File: src/rtl/mgm_pkg.sv
`timescale 1ns/1ps
package mgm_pkg;
  // register word offsets
  localparam logic [7:0] OFS_SPAN_BASE = 8'hA0;
  localparam logic [7:0] OFS_STATUS    = 8'hB8;
  localparam logic [7:0] OFS_WR_ADDR   = 8'hB9;
  localparam logic [7:0] OFS_WR_INFO   = 8'hBA;
  localparam logic [7:0] OFS_RD_ADDR   = 8'hBB;
  localparam logic [7:0] OFS_RD_INFO   = 8'hBC;

  // control word bit positions
  localparam int CTL_WEN_BIT  = 24;
  localparam int CTL_MODE_BIT = 25;
  localparam int CTL_REN_BIT  = 26;

  // info word field positions
  localparam int INFO_SUB_LSB  = 6;
  localparam int INFO_PORT_LSB = 10;
  localparam int INFO_HIT_LSB  = 21;

  // direction index, equal to the status bit position
  typedef enum int {DIR_RD = 0, DIR_WR = 1} dir_e;

  // inclusive span test on 64 KB unit indices
  function automatic logic span_hit(input logic [31:0] unit_idx,
                                    input logic [15:0] lo,
                                    input logic [15:0] hi);
    return (unit_idx >= {16'd0, lo}) && (unit_idx <= {16'd0, hi});
  endfunction

  // offsets of span r's two words
  function automatic logic [7:0] span_ofs(input int r);
    return OFS_SPAN_BASE + 8'(2 * r);
  endfunction

  function automatic logic [7:0] ctl_ofs(input int r);
    return OFS_SPAN_BASE + 8'(2 * r + 1);
  endfunction
endpackage

File: src/rtl/mgm_range_chk.sv
`timescale 1ns/1ps
module mgm_range_chk
  import mgm_pkg::*;
#(
  parameter int MASK_W = 24,
  parameter int PORT_W = 5
) (
  input  logic              obs_valid,
  input  logic              obs_write,
  input  logic [31:0]       unit_idx,
  input  logic [PORT_W-1:0] obs_port,
  input  logic [15:0]       lo,
  input  logic [15:0]       hi,
  input  logic [MASK_W-1:0] mask,
  input  logic              wen,
  input  logic              ren,
  output logic              viol
);
  logic in_span;
  logic port_ok;
  logic dir_on;

  assign in_span = span_hit(unit_idx, lo, hi);
  // ports beyond the mask width shift out to zero: never allowed
  assign port_ok = |(mask & (MASK_W'(1) << obs_port));
  assign dir_on  = obs_write ? wen : ren;
  assign viol    = obs_valid && in_span && !port_ok && dir_on;
endmodule

File: src/rtl/mgm_capture.sv
`timescale 1ns/1ps
module mgm_capture #(
  parameter int ADDR_W = 32
) (
  input  logic              clk,
  input  logic              rst_n,
  input  logic              hit,
  input  logic              clr,
  input  logic [ADDR_W-1:0] addr,
  input  logic [31:0]       info,
  output logic              flag,
  output logic [ADDR_W-1:0] cap_addr,
  output logic [31:0]       cap_info
);
  logic held;
  logic take;

  assign held = flag && !clr;
  assign take = hit && !held;

  always_ff @(posedge clk or negedge rst_n) begin
    if (!rst_n) begin
      flag     <= 1'b0;
      cap_addr <= '0;
      cap_info <= '0;
    end else begin
      flag <= held || hit;
      if (take) begin
        cap_addr <= addr;
        cap_info <= info;
      end
    end
  end
endmodule

File: src/rtl/mgm_regs.sv
`timescale 1ns/1ps
module mgm_regs
  import mgm_pkg::*;
#(
  parameter int ADDR_W     = 32,
  parameter int MASK_W     = 24,
  parameter int NUM_RANGES = 2
) (
  input  logic                               clk,
  input  logic                               rst_n,
  input  logic                               cfg_wr,
  input  logic [7:0]                         cfg_addr,
  input  logic [31:0]                        cfg_wdata,
  input  logic [1:0]                         sts,
  input  logic [ADDR_W-1:0]                  cap_addr [2],
  input  logic [31:0]                        cap_info [2],
  output logic [NUM_RANGES-1:0][15:0]        rng_lo,
  output logic [NUM_RANGES-1:0][15:0]        rng_hi,
  output logic [NUM_RANGES-1:0][MASK_W-1:0]  rng_mask,
  output logic [NUM_RANGES-1:0]              rng_wen,
  output logic [NUM_RANGES-1:0]              rng_ren,
  output logic [1:0]                         sts_clr,
  output logic [31:0]                        cfg_rdata
);
  logic [NUM_RANGES-1:0] rng_mode;

  always_ff @(posedge clk or negedge rst_n) begin
    if (!rst_n) begin
      rng_lo   <= '0;
      rng_hi   <= '0;
      rng_mask <= '0;
      rng_wen  <= '0;
      rng_ren  <= '0;
      rng_mode <= '0;
    end else if (cfg_wr) begin
      for (int r = 0; r < NUM_RANGES; r++) begin
        if (cfg_addr == span_ofs(r)) begin
          rng_lo[r] <= cfg_wdata[15:0];
          rng_hi[r] <= cfg_wdata[31:16];
        end
        if (cfg_addr == ctl_ofs(r)) begin
          rng_mask[r] <= cfg_wdata[MASK_W-1:0];
          rng_wen[r]  <= cfg_wdata[CTL_WEN_BIT];
          rng_mode[r] <= cfg_wdata[CTL_MODE_BIT];
          rng_ren[r]  <= cfg_wdata[CTL_REN_BIT];
        end
      end
    end
  end

  assign sts_clr = (cfg_wr && cfg_addr == OFS_STATUS) ? cfg_wdata[1:0] : 2'b00;

  always_comb begin
    cfg_rdata = '0;
    for (int r = 0; r < NUM_RANGES; r++) begin
      if (cfg_addr == span_ofs(r)) cfg_rdata = {rng_hi[r], rng_lo[r]};
      if (cfg_addr == ctl_ofs(r)) begin
        cfg_rdata[MASK_W-1:0]   = rng_mask[r];
        cfg_rdata[CTL_WEN_BIT]  = rng_wen[r];
        cfg_rdata[CTL_MODE_BIT] = rng_mode[r];
        cfg_rdata[CTL_REN_BIT]  = rng_ren[r];
      end
    end
    case (cfg_addr)
      OFS_STATUS:  cfg_rdata = {30'd0, sts};
      OFS_WR_ADDR: cfg_rdata = 32'(cap_addr[DIR_WR]);
      OFS_WR_INFO: cfg_rdata = cap_info[DIR_WR];
      OFS_RD_ADDR: cfg_rdata = 32'(cap_addr[DIR_RD]);
      OFS_RD_INFO: cfg_rdata = cap_info[DIR_RD];
      default: ;
    endcase
  end
endmodule

File: src/rtl/mem_guard_mon.sv
`timescale 1ns/1ps
module mem_guard_mon
  import mgm_pkg::*;
#(
  parameter int ADDR_W     = 32,
  parameter int MASK_W     = 24,
  parameter int PORT_W     = 5,
  parameter int SUB_W      = 4,
  parameter int UNIT_SHIFT = 16,
  parameter int NUM_RANGES = 2
) (
  input  logic              clk,
  input  logic              rst_n,
  input  logic              obs_valid,
  input  logic              obs_write,
  input  logic [ADDR_W-1:0] obs_addr,
  input  logic [PORT_W-1:0] obs_port,
  input  logic [SUB_W-1:0]  obs_sub,
  input  logic              cfg_wr,
  input  logic [7:0]        cfg_addr,
  input  logic [31:0]       cfg_wdata,
  output logic [31:0]       cfg_rdata,
  output logic              irq
);
  localparam int NUM_DIRS = 2;

  logic [NUM_RANGES-1:0][15:0]       rng_lo;
  logic [NUM_RANGES-1:0][15:0]       rng_hi;
  logic [NUM_RANGES-1:0][MASK_W-1:0] rng_mask;
  logic [NUM_RANGES-1:0]             rng_wen;
  logic [NUM_RANGES-1:0]             rng_ren;
  logic [NUM_RANGES-1:0]             rng_viol;
  logic [31:0]                       unit_idx;
  logic                              viol_any;
  logic                              viol_rd;
  logic                              viol_wr;
  logic [NUM_DIRS-1:0]               dir_viol;
  logic [NUM_DIRS-1:0]               sts;
  logic [NUM_DIRS-1:0]               sts_clr;
  logic [ADDR_W-1:0]                 cap_addr [NUM_DIRS];
  logic [31:0]                       cap_info [NUM_DIRS];
  logic [31:0]                       info_word;

  function automatic logic [31:0] pack_info(input logic [PORT_W-1:0]     p,
                                            input logic [SUB_W-1:0]      s,
                                            input logic [NUM_RANGES-1:0] h);
    logic [31:0] w;
    w = '0;
    w[INFO_SUB_LSB  +: SUB_W]      = s;
    w[INFO_PORT_LSB +: PORT_W]     = p;
    w[INFO_HIT_LSB  +: NUM_RANGES] = h;
    return w;
  endfunction

  assign unit_idx = 32'(obs_addr >> UNIT_SHIFT);

  mgm_regs #(
    .ADDR_W(ADDR_W), .MASK_W(MASK_W), .NUM_RANGES(NUM_RANGES)
  ) u_regs (
    .clk(clk), .rst_n(rst_n), .cfg_wr(cfg_wr), .cfg_addr(cfg_addr),
    .cfg_wdata(cfg_wdata), .sts(sts), .cap_addr(cap_addr), .cap_info(cap_info),
    .rng_lo(rng_lo), .rng_hi(rng_hi), .rng_mask(rng_mask),
    .rng_wen(rng_wen), .rng_ren(rng_ren), .sts_clr(sts_clr),
    .cfg_rdata(cfg_rdata)
  );

  for (genvar r = 0; r < NUM_RANGES; r++) begin : g_span
    mgm_range_chk #(.MASK_W(MASK_W), .PORT_W(PORT_W)) u_chk (
      .obs_valid(obs_valid), .obs_write(obs_write), .unit_idx(unit_idx),
      .obs_port(obs_port), .lo(rng_lo[r]), .hi(rng_hi[r]),
      .mask(rng_mask[r]), .wen(rng_wen[r]), .ren(rng_ren[r]),
      .viol(rng_viol[r])
    );
  end

  assign viol_any  = |rng_viol;
  assign viol_rd   = viol_any && !obs_write;
  assign viol_wr   = viol_any && obs_write;
  assign dir_viol  = {viol_wr, viol_rd};
  assign info_word = pack_info(obs_port, obs_sub, rng_viol);

  for (genvar d = 0; d < NUM_DIRS; d++) begin : g_dir
    mgm_capture #(.ADDR_W(ADDR_W)) u_cap (
      .clk(clk), .rst_n(rst_n), .hit(dir_viol[d]), .clr(sts_clr[d]),
      .addr(obs_addr), .info(info_word), .flag(sts[d]),
      .cap_addr(cap_addr[d]), .cap_info(cap_info[d])
    );
  end

  assign irq = |sts;
endmodule

File: config.mk
export PLATFORM = sky130hd
export DESIGN_NAME = mem_guard_mon
export DESIGN_NICKNAME = d
export VERILOG_FILES = /design/src/rtl/mgm_pkg.sv /design/src/rtl/mgm_range_chk.sv /design/src/rtl/mgm_capture.sv /design/src/rtl/mgm_regs.sv /design/src/rtl/mem_guard_mon.sv
export SDC_FILE = /design/constraint.sdc
export NUM_CORES = 1
export LEC_CHECK = 0
export BUFFER_PORTS_ARGS = -buffer_cell sky130_fd_sc_hd__buf_4
export CAP_MARGIN = 20
export CORE_MARGIN = 2
export CORE_UTILIZATION = 59
export CTS_BUF_LIST = sky130_fd_sc_hd__clkbuf_4 sky130_fd_sc_hd__clkbuf_8
export CTS_CLUSTER_SIZE = 14
export DETAILED_ROUTE_END_ITERATION = 10
export GPL_TIMING_DRIVEN = 0
export HOLD_SLACK_MARGIN = 0.05
export PLACE_DENSITY = 0.86
export SLEW_MARGIN = 20
export SYNTH_ARGS = -nofsm -noshare
export SYNTH_HDL_FRONTEND = slang
export SYNTH_HIERARCHICAL = 1
export SYNTH_SLANG_ARGS = --single-unit
File: constraint.sdc
create_clock -name clk -period 4.5 [get_ports clk]
set_input_delay 0.9 -clock clk [delete_from_list [all_inputs] [get_ports clk]]
set_output_delay 0.9 -clock clk [all_outputs]
set_load 0.01 [all_outputs]
* After elaboration in Yosys (flattened, before gate mapping) *
Cells that the tools add are included.

storage, ports and cells
  register bits after elaboration = 206
  input port bits = 86
  output and inout port bits = 33
  word-level logic and storage cells = 74

cells by class
  order comparisons = 4
  equal/unequal tests = 9
  shift-type cells = 1
  multiplexer cells = 8
  bitwise logic cells = 2
  reductions and logical operators = 32

operators with widths
  cell                    number
  $pmux W32 S5            1
  $eq A8 B8 Y1 const B    9
  $mux W32                2
  $mux W27                2
  $and A24 B24 Y24        2
  $reduce_or A24 Y1       2
  $ge A16 B16 Y1          2
  $le A16 B16 Y1          2
  $shl A1 B5 Y24 const A  1
  $logic_and A1 B1 Y1     15
  $reduce_and A2 Y1       4
  $logic_not A1 Y1        7
  $reduce_or A2 Y1        2
  $logic_or A1 B1 Y1      2
  $mux W1                 2
  $mux W2                 1

* Logic depth before layout (Yosys ltp) *
Gate-level depths: netlist of the first run.

  depth after elaboration = 9
  gate-level depth with buffers = 12

* Modules after synthesis *
The synthesis of the first run kept the hierarchy.

by module, submodules not included
  module         instances  cells an instance  area an instance (um2)  sequential area each (um2)
  mgm_regs       1          537                6682.7                  2952.8
  mgm_capture    2          138                2671.3                  1626.6
  mgm_range_chk  2          146                1101.1                  0.0
  mem_guard_mon  1          4                  27.5                    0.0

* Worst setup path after synthesis of the first run *
Ideal clock, no wire load.

  kind = input -> output
  start = input port cfg_addr[6]
  end = output port cfg_rdata[27]
  data arrival time = 2.201 ns
  setup slack = 1.399 ns
  stages on the path = 5
  buffers on the path = 1
  cell sequence = nand3b_4 -> or4_1 -> buf_2 -> or3_1 -> a21oi_1

between the ends
  word-level cells in the longest chain between the ends = 4

ends and longest elaborated chain
  item                    line                 text
  from (decl)             mem_guard_mon.sv:20  input logic [7:0] cfg_addr,
  $eq A8 B8 Y1            mgm_regs.sv:56       if (cfg_addr == span_ofs(r)) cfg_rdata = {rng_hi[r], rng_lo[r]};
  $mux W32 (2 in series)  mgm_regs.sv:56
  $pmux W32 S5 (*)        mgm_regs.sv:64       case (cfg_addr)
  to (decl)               mem_guard_mon.sv:22  output logic [31:0] cfg_rdata,

Every way passes the cells marked *; elsewhere a longest branch is shown, timed or not.

* Worst setup path after layout of the first run *
  start = input port cfg_addr[0]
  end = output port cfg_rdata[17]

between the ends
  word-level cells in the longest chain between the ends = 6

ends and longest elaborated chain
  item              line            text
  $eq A8 B8 Y1      mgm_regs.sv:56
  $mux W32          mgm_regs.sv:56
  $mux W27          mgm_regs.sv:57  if (cfg_addr == ctl_ofs(r)) begin
  $mux W32          mgm_regs.sv:56
  $mux W27          mgm_regs.sv:57
  $pmux W32 S5 (*)  mgm_regs.sv:64

Marks and branches as above.

==> flow_metrics.env, run 1 <==
export IMPL_synth_edf_count=0
export IMPL_gr_max_usage_layer="met2"
export IMPL_die_h_um=159
export IMPL_cts_tree="done"
export IMPL_grt_start_max_net_pins=91
export IMPL_syn_inst=1109
export IMPL_path_class="input port to primary output"
export IMPL_drt_pass1_iterations=7
export IMPL_p_leak_nw=8.48
export IMPL_portBuffers=117
export IMPL_cts_root_buf="clkbuf_8"
export IMPL_via_per_inst=6.26
export IMPL_period_share_pct=100
export IMPL_area_growth_pct=17.6
export IMPL_drt_total_wl_um=41400
export IMPL_initialDrtViolationCount=964
export IMPL_final_setup_skew_ns=0.0266
export IMPL_cts_sink_count=248
export IMPL_grt_usage_pct=32.8
export IMPL_core_area_mm2=0.0236
export IMPL_row_count=56
export IMPL_finalPower_w=0.00504
export IMPL_yosys_cell_types_count=58
export IMPL_p_per_area_mw_per_mm2=300
export IMPL_slowest_stage="a221oi_1"
export IMPL_regToRegStartpoint="u_regs/rng_hi[17]"
export IMPL_worstReg2RegEnd="g_dir[0].u_cap/cap_addr[24]"
export IMPL_ir_worst_vdd_mv=0.175
export IMPL_async_reset_ff_share_pct=100
export IMPL_overflow=0
export IMPL_met1_usage_pct=44.1
export IMPL_outcome="finished with violations"
export IMPL_reg2reg_slack_ns=1.28
export IMPL_insertion_delay_ns=0.57
export IMPL_synth_most_common_cell="dfrtp_1"
export IMPL_synth_area_leaders="dfrtp_1, mux2_4, mux2_2, ha_1, mux2i_1"
export IMPL_antenna_found_initial=0
export IMPL_fin_ws_ns=-0.00604
export IMPL_synthFlopType="dfrtp_1"
export IMPL_cts_hold_buffers=0
export IMPL_ys_seq_area_share_pct=43.5
export IMPL_stdcell_area_mm2=0.0168
export IMPL_gp_congestion=0.952
export IMPL_hp_class="input port to asynchronous set/reset pin"
export IMPL_drv_cap=0
export IMPL_slew_headroom_pct=41.8
export IMPL_worst_path_largest_cell_delay_ns=0.73
export IMPL_cts_repair_resized=0
export IMPL_critPathArrivalTime_ns=3.61
export IMPL_critPathMaxFanout=10
export IMPL_path_common_cell="buf_2"
export IMPL_met3_usage_pct=7.14
export IMPL_drc=0
export IMPL_avgRoutedWirePerCell_um=24.4
export IMPL_postCtsSetupBuffers=0
export IMPL_synth_top_area_cell="dfrtp_1"
export IMPL_netlist_area_mm2=0.0143
export IMPL_ys_seq_elements=248
export IMPL_ios=119
export IMPL_crit_chain="buf_4 > buf_2 > buf_2 > buf_2 > mux2i_1 > o2bb2ai_1 > a221oi_1 > a21oi_1 > buf_4"
export IMPL_hold_viol=0
export IMPL_maxSlewViolCount=0
export IMPL_crit_required_ns=3.60
export IMPL_yosysWarnings=6
export IMPL_cp_start_kind="input port"
export IMPL_ant_nets=0
export IMPL_fmaxAchievable_mhz=222
export IMPL_violations="negative setup slack"
export IMPL_use_met2_pct=50.2
export IMPL_avgSynthCellArea_um2=12.9
export IMPL_dpl_hpwl_um=29900
export IMPL_r2r_cells=12
export IMPL_postPlaceCellArea_mm2=0.0159
export IMPL_final_net_count=1496
export IMPL_numCtsBuffers=43
export IMPL_clk_pin_slew_ns=0.06
export IMPL_end_kind="primary output"
export IMPL_die_w_um=159
export IMPL_rsz0062_at_grt="false"
export IMPL_grt_pass1_wl_um=64100
export IMPL_setup_viol=1
export IMPL_worst_pin_slew_ns=0.871
export IMPL_start_util_pct=60.4
export IMPL_vias=10600
export IMPL_yosys_top_cells_count="dfrtp_1, mux2_4, mux2_2"
export IMPL_place_ws_ns=0.312
export IMPL_dieArea_mm2=0.0254
export IMPL_drive_above_1_share_pct=38.6
export IMPL_synth_top_area_share_pct=43.5
export IMPL_cts_buffer_depth=3
export IMPL_htree_levels=2
export IMPL_first_global_vias=11100
export IMPL_min_period_ns=4.51
-- report_power, final --
group	total (W)	internal, W	switching, W
combinational	0.000545	0.000225	0.000320
sequential	0.00233	0.00228	0.0000461
clock	0.00216	0.00122	0.000948
total	0.00504	0.00372	0.00131
-- worst max-delay path by stage --
stage          slack (ns)  depth (start not counted)   startpoint       endpoint
6_report           -0.006                          9  cfg_addr[0]  cfg_rdata[17]
5_1_grt              0.04                          9  cfg_addr[0]  cfg_rdata[17]
4_1_cts              0.22                          9  cfg_addr[0]  cfg_rdata[17]
3_5_place_dp         0.31                          9  cfg_addr[0]  cfg_rdata[17]
3_3_place_gp         0.31                          9  cfg_addr[0]  cfg_rdata[23]
2_1_floorplan        1.40                          5  cfg_addr[6]  cfg_rdata[27]
-- per-layer routing --
metal / wire (µm) / vias up
met5: 0 / -
met2: 18400 / 650
met3: 4260 / 166
met1: 16600 / 5240
met4: 2240 / 0
li1: - / 4548
-- metrics by stage --
stage / TNS, ns / hold slack [ns] / util (%) / std cells
6_report: -0.00604 / 0.301 / 71.0 / 1694
5_1_grt: 0 / 0.370 / 71.0 / 1693
4_1_cts: 0 / 0.344 / 71.0 / 1693
3_5_place_dp: 0 / 0.487 / 67.2 / 1620
3_3_place_gp: 0 / 0.481 / 66.9 / 1618
2_1_floorplan: 0 / 0.474 / - / 1182
-- layout make-up --
| type | count | area (µm²) |
|---|---|---|
| Timing Repair Buffer | 119 | 941 |
| Sequential cell | 248 | 6210 |
| Buffer | 65 | 443 |
| Multi-Input combinational cell | 805 | 7640 |
| Clock inverter | 5 | 31.3 |
| Tap cell | 319 | 399 |
| Clock buffer | 68 | 867 |
| Fill cell | 1627 | 6840 |
| Antenna cell | 1 | 2.50 |
| Inverter | 64 | 240 |
-- state kept, by name (all words and copies together) (netlist names) --
register / count
g_dir.u_cap/cap_addr: 64
g_dir.u_cap/cap_info: 64
g_dir.u_cap/flag: 2
u_regs/rng_hi: 32
u_regs/rng_lo: 32
u_regs/rng_mask: 48
u_regs/rng_mode: 2
u_regs/rng_ren: 2
u_regs/rng_wen: 2
-- worst max-delay path, delay by kind of cell --
| kind | cells | cell delay [ns] |
|---|---|---|
| buffers and inverters | 5 | 1.43 |
| AOI/OAI and AO/OA | 3 | 0.98 |
| muxes | 1 | 0.28 |
-- kinds of logic (layout without fill, tap and decap cells) --
kind of cell,Yosys count,in the layout,synth area share [%]
compound gates,212,212,10.2
fa+ha+maj,64,64,5.62
other cells,1,75,0.0263
mux,332,332,30.3
buf+inv,129,321,4.79
simple gates,123,123,5.59
flops,248,248,43.5
-- cells in the final DEF (no fill, tap or decap), drive strengths merged, types with 3 or more instances in the layout --
master / instances
a221o: 20
o21a: 8
nor4: 12
nor2: 12
nand3: 12
and2: 4
inv: 65
a221oi: 22
a21oi: 55
o21ai: 44
nand2: 25
a31oi: 4
clkbuf: 86
a22oi: 14
conb: 74
nand4: 10
o2bb2ai: 20
nor4b: 4
nor3b: 6
nor2b: 9
nand2b: 6
clkinv: 3
o31ai: 3
or3: 10
buf: 166
o211ai: 7
dfrtp: 248
ha: 64
a211oi: 4
mux2i: 46
or4: 3
mux2: 277
mux4: 9
Note: power is estimated with default switching activity, not from simulation.
==> run 2, diff against run 1 <==
Settings changed: CORE_ASPECT_RATIO set to 1.5, PLACE_DENSITY 0.86 to 0.78.
==> flow_metrics.env, run 2 (same netlist as run 1, synthesis figures left out) <==
export IMPL_rsz0062_at_grt="false"
export IMPL_layout_commonest_cell="dfrtp_1"
export IMPL_dpl_hpwl_um=31000
export IMPL_first_global_vias=11000
export IMPL_antenna_found_initial=1
export IMPL_stdcell_area_mm2=0.0167
export IMPL_final_cell_mix="dfrtp_1, mux2_4, mux2_2, buf_4, conb_1"
export IMPL_maxSlewViolCount=0
export IMPL_reg_top3="g_dir.u_cap/cap_addr: 64 flops, g_dir.u_cap/cap_info: 64 flops, u_regs/rng_mask: 48 flops"
export IMPL_overflow=0
export IMPL_ir_worst_vdd_mv=0.238
export IMPL_path_class="input port to primary output"
export IMPL_multi_input_area_mm2=0.00764
export IMPL_worst_pin_slew_ns=0.965
export IMPL_drt_met1_wl_um=16000
export IMPL_initialDrtViolationCount=707
export IMPL_regArea_mm2=0.00621
export IMPL_min_period_ns=4.52
export IMPL_final_setup_skew_ns=0.0236
export IMPL_wl_met3_um=2460
export IMPL_via_per_inst=6.14
export IMPL_insertion_delay_ns=0.56
export IMPL_timing_hold_ws_ns=0.286
export IMPL_end_kind="primary output"
export IMPL_drive_above_1_share_pct=38.4
export IMPL_violations="negative setup slack"
export IMPL_reg2reg_slack_ns=1.23
export IMPL_vias=10400
export IMPL_postPlaceCellArea_mm2=0.0159
export IMPL_postCtsSetupBuffers=0
export IMPL_fin_ws_ns=-0.0229
export IMPL_hp_class="input port to asynchronous set/reset pin"
export IMPL_fillCellCount=1757
export IMPL_dieArea_mm2=0.0254
export IMPL_start_util_pct=60.0
export IMPL_core_area_mm2=0.0237
export IMPL_ios=119
export IMPL_slew_headroom_pct=35.1
export IMPL_gp_congestion=0.949
export IMPL_critPathMaxFanout=10
export IMPL_setup_tns_ns=-0.0229
export IMPL_htree_levels=2
export IMPL_ant_nets=0
export IMPL_grt_pass1_wl_um=63400
export IMPL_path_common_cell="buf_2"
export IMPL_dr_wl_met2_um=20500
export IMPL_outcome="finished with violations"
export IMPL_drt_pass1_iterations=5
export IMPL_cts_tree="done"
export IMPL_die_w_um=131
export IMPL_clk_pin_slew_ns=0.06
export IMPL_top_layer_used="met4"
export IMPL_hold_viol=0
export IMPL_p_leak_nw=8.43
export IMPL_drv_cap=0
export IMPL_numCtsBuffers=39
export IMPL_row_count=69
export IMPL_crit_required_ns=3.60
export IMPL_area_growth_pct=16.9
export IMPL_grt_start_max_net_pins=88
export IMPL_critPathArrivalTime_ns=3.62
export IMPL_grt_usage_pct=33.5
export IMPL_cts_root_buf="clkbuf_8"
export IMPL_drt_total_wl_um=41500
export IMPL_period_share_pct=101
export IMPL_fmaxAchievable_mhz=221
export IMPL_cp_start_kind="input port"
export IMPL_final_net_count=1492
export IMPL_p_per_area_mw_per_mm2=289
export IMPL_die_h_um=194
export IMPL_crit_chain="buf_4 > buf_2 > buf_2 > buf_2 > mux2i_1 > o2bb2ai_1 > a221oi_1 > a21oi_1 > buf_4"
export IMPL_cts_sink_count=248
export IMPL_drc=0
export IMPL_setup_viol=1
export IMPL_avgRoutedWirePerCell_um=24.6
export IMPL_cts_buffer_depth=3
export IMPL_slowest_stage="a221oi_1"
export IMPL_portBuffers=117
export IMPL_worst_path_largest_cell_delay_ns=0.74
[run 2: changes by cell type in the layout (fill, tap and decap cells not counted)]
cell        before  now
clkbuf_8        57   49
nor3b_2          0    1
clkinv_2         3    8
clkbuf_4        11    9
inv_6            1    0
clkinvlp_4       1    0
nor3b_1          6    5
[run 2: per-layer routing]
metal / global-route usage, % / up-vias
met2: 54.6 / 426
met3: 5.34 / 129
li1: - / 4529
met1: 41.5 / 5268
met4: 19.8 / 0
met5: 0 / -
[run 2: where the power goes]
part	internal, W	switching (W)
Clock	0.00105	0.000901
Combinational	0.000224	0.000316
Sequential	0.00228	0.0000465
[run 2: layout make-up]
type | instances | share of cell area [%]
sequential | 248 | 37.3
inverter | 64 | 1.44
multi-input combinational | 805 | 45.9
antenna | 1 | 0.0150
clock inverter | 8 | 0.240
clock buffer | 58 | 4.45
buffer | 65 | 2.66
timing repair buffer | 119 | 5.65
tap | 319 | 2.40
[run 2: per-stage QoR]
| stage | utilization (%) | power [W] | setup slack [ns] | std cells |
|---|---|---|---|---|
| floorplan | - | 0.00262 | 1.40 | 1182 |
| global placement | 66.6 | 0.00287 | 0.136 | 1618 |
| detailed placement | 66.8 | 0.00290 | 0.0920 | 1620 |
| CTS | 70.1 | 0.00485 | 0.0407 | 1686 |
| global route | 70.2 | 0.00500 | 0.0154 | 1687 |
| finish | 70.2 | 0.00482 | -0.0229 | 1687 |
[run 2: worst max-delay path, delay by kind of cell]
kind	cells	cell delay, ns
AOI/OAI and AO/OA	3	0.94
muxes	1	0.31
buffers and inverters	5	1.45
[run 2: path summary, 6_finish.rpt]
check / start / to / cells after the start
min reg2reg: g_dir[0].u_cap/cap_info[31] / g_dir[0].u_cap/cap_info[31] / 1
min: rst_n / u_regs/rng_hi[27] / 1
max reg2reg: u_regs/rng_hi[17] / g_dir[0].u_cap/cap_addr[20] / 12
max: cfg_addr[0] / cfg_rdata[24] / 9
min in group clk: g_dir[0].u_cap/cap_info[31] / g_dir[0].u_cap/cap_info[31] / 1
max in group asynchronous: rst_n / g_dir[1].u_cap/cap_info[9] / 3
[run 2: what timing repair did]
action / 4_1_cts / 5_1_grt
hold buffers: 0 / 0
setup endpoints to repair: 0 / 1
gates resized for setup: 0 / 1
